[config.mk]
export PLATFORM = sky130hd
export DESIGN_NAME = shift_unit
export DESIGN_NICKNAME = d
export VERILOG_FILES = /design/src/rtl/shift_unit.sv
export SDC_FILE = /design/constraint.sdc
export NUM_CORES = 1
export LEC_CHECK = 0
export ABC_AREA = 1
export BUFFER_PORTS_ARGS = -buffer_cell sky130_fd_sc_hd__buf_2
export CAP_MARGIN = 30
export CORE_AREA = 8 8 45 47
export DETAILED_ROUTE_END_ITERATION = 16
export DIE_AREA = 0 0 53 55
export PLACE_DENSITY = 0.72
export SYNTH_ARGS = -nofsm -noshare
export SYNTH_HDL_FRONTEND = slang
export SYNTH_SLANG_ARGS = --single-unit
[constraint.sdc]
create_clock -name clk -period 1.2 [get_ports clk]
set_input_delay 0.24 -clock clk [delete_from_list [all_inputs] [get_ports clk]]
set_output_delay 0.24 -clock clk [all_outputs]
set_load 0.03 [all_outputs]
[src/rtl/shift_unit.sv]
module shift_unit #(
  parameter int W = 8
) (
  input  logic         clk,
  input  logic         rst,
  input  logic         en,
  input  logic [2:0]   op,
  input  logic [W-1:0] din,
  output logic [W-1:0] q,
  output logic         ovf
);
  logic [W-1:0] nxt;

  always_comb begin
    case (op)
      3'b001:  nxt = {q[W-2:0], 1'b0};
      3'b010:  nxt = {1'b0, q[W-1:1]};
      3'b011:  nxt = {q[W-2:0], q[W-1]};
      3'b100:  nxt = {q[0], q[W-1:1]};
      3'b101:  nxt = {q[W-2:0], 1'b0};
      3'b110:  nxt = {q[W-1], q[W-1:1]};
      3'b111:  nxt = din;
      default: nxt = q;
    endcase
  end

  always_ff @(posedge clk) begin
    if (rst) begin
      q   <= '0;
      ovf <= 1'b0;
    end else if (en) begin
      q <= nxt;
      if (op == 3'b101) ovf <= q[W-1] ^ q[W-2];
    end
  end
endmodule


==> metrics <==
Post-Route Skew=0.000107 ns; Bufs and invs on worst path=1; Post-CTS Setup Inserts=0; Storage cell area=180 um^2; vias in the first global route=530; CP Launch Type=register; Fin. Hold Viols=0; CTS Sinks=9; clock latency on the worst-skew pair=0.26 ns; DP HPWL=roughly 1100 um; endpoint class of the critical path=output pin; Placed Instance Area=669 um^2; CP arrival=0.92 ns; post_cts resized=0; Pleak=0.000353 uW; Core ar.=approximately 0.0014 mm^2; Hold Crit Start=din[6]; IO buf count=22; Syn Area/Cell=6.56 um^2; yosys warns=0; PD cells=between 1000 and 1500 mW/mm^2; Area Overhead vs Synth=30.8%; Crit path max-delay family=flip-flops; register area share after synthesis=33.9%; # rows=14; Max-slew headroom=85.0%; Worst Hold Endpoint=q[6]; Max-cap violations=0; starting density of the core=38.4%; Hold Buf Count CTS=0; fin nets=between 100 and 150; final setup fails=0; Clock Pin Slew Worst Setup and Hold Paths=0.06 ns; largest net degree at the start of global routing=10; 1st-iter DRT viols=9; initial antenna violation count=0; R2R cell count=3; Die Wd=53 um; critical path's slowest cell=dfxtp_1; Seq cells post-synth=9; total number of vias=roughly 620; Reg-to-Reg End=ovf; TNS Setup=0 ns; Slew Limit Fails=0; Power Total=775 uW; DIE AREA=between 0.002 and 0.003 mm^2; slew of the pin with the lowest slew margin=0.224 ns; vias per cell=a little over 5; All-Layer GR Usage=10.1%; Antenna Cells=0; outcome=finished, final reports clean; CTS H-tree lvls=1; Max Fanout on Critical Path=5; Final Cell Area=between 600 and 700 um^2; R2R setup slack=0.35 ns; share of layout cells above drive strength 1=29.6%; first-pass GRT wire length=roughly 2200 um; Routed WL per cell=11.2 um; clk buf depth=2; crit-path max cell delay=0.42 ns; unrepaired setup endpoints after global routing=false; post-route clock period utilization=96.3%; CP Cell Sequence=buf_2; Boundary Pins=23; crit path kind=reg -> out; area of the multi-input gates=~320 um^2; hold path depth=3; drt total wl=1390 um; CTS tree=built; Placer Congestion=0.797; Final min period=1.16 ns; Fill cells=141; Syn Std Cell Area=532 um^2; Min-Delay Path Class=in -> reg; Worst EP required=around 0.96 ns; pre-CTS setup slack=0.0338 ns; post-route ant nets=0; grt ovf=0; Clk Tree Root Cell=clkbuf_4; Hold Slack=0.242 ns; Final WS setup=0.0447 ns; Reg-to-Reg Start=q[7]; Yosys cell types=15; drt first pass iters=4; Max Clock Freq=roughly 0.87 GHz; CTS buffer count=3; Worst VDD drop=802 uV; Die Ht=55 um; drt drc=0; syn nets=95; cells after synthesis=between 80 and 90
-- tightest hold or removal path: stages --
cell and delay [ns]:
buf_2 0.09, nand2_1 0.05, a31oi_1 0.07
-- through the flow --
stage,instances,utilization [%]
final,124,50.3
after global routing,124,50.3
after CTS,124,50.3
after detailed placement,120,48.4
after global placement,120,48.4
after floorplan,81,-
-- state kept, by name (all words and copies together) (netlist names) --
| register | cells |
|---|---|
| ovf | 1 |
| q | 8 |
-- how the worst max path moves through the flow --
stage,startpoint,to,slack [ns],cells after the start
after floorplan,q[7],ovf,0.25,3
final,q[7],q[7],0.04,1
after global placement,op[2],q[7],0.04,8
after global routing,q[7],q[7],0.007,1
after CTS,q[7],q[7],0.04,1
after detailed placement,op[0],q[3],0.03,7
-- report_power, final --
| group | internal (uW) | switching (uW) | leakage, uW | total (uW) |
|---|---|---|---|---|
| Sequential | 321 | 21.3 | 0.0000742 | 342 |
| Clock | 128 | 105 | 0.0000150 | 233 |
| Combinational | 68.9 | 131 | 0.000264 | 200 |
| Total | 518 | 257 | 0.000353 | 775 |
-- cell families after synthesis --
kind of cell | after synthesis | synth area share, %
AOI/OAI and AO/OA | 23 | 23.3
xor gates and xnor gates | 1 | 1.65
and+or+nand+nor | 39 | 34.4
buffers and inverters | 9 | 6.82
DFF | 9 | 33.9
-- cell usage after synthesis, drive strengths merged --
cell    n  area [um^2]
a31oi   7         43.8
xor2    1         8.76
nor2    5         35.0
nand2  28          115
inv     9         36.3
a21oi   8         40.0
dfxtp   9          180
nand4   2         12.5
o21ai   8         40.0
nand3   4         20.0
-- per-layer routing --
| metal | wire [um] | global-route usage [%] | vias to the layer above |
|---|---|---|---|
| li1 | - | - | 331 |
| met1 | 577 | 11.0 | 274 |
| met2 | 655 | 15.4 | 17 |
| met3 | 137 | 6.68 | 2 |
| met4 | 21 | 3.88 | 0 |
| met5 | 0 | 0 | - |
-- area by class of cell --
type / count / share of cell area (%)
multi-input cells: 63 / 45.3
flip-flops and latches: 9 / 25.9
repair buffers: 23 / 16.9
inverters: 9 / 5.22
clock buffers: 4 / 3.78
well taps: 16 / 2.88
-- cell usage in the layout, fill, tap and decap left out, types with 2 or more instances in the layout --
cell      instances
nand2_1          26
buf_2            22
dfxtp_1           9
a21oi_1           8
o21ai_0           8
a31oi_1           7
inv_1             6
nor2_1            4
nand3_1           4
clkbuf_4          3
inv_2             2
nand4_1           2
Power figures use the tool's default switching activity.
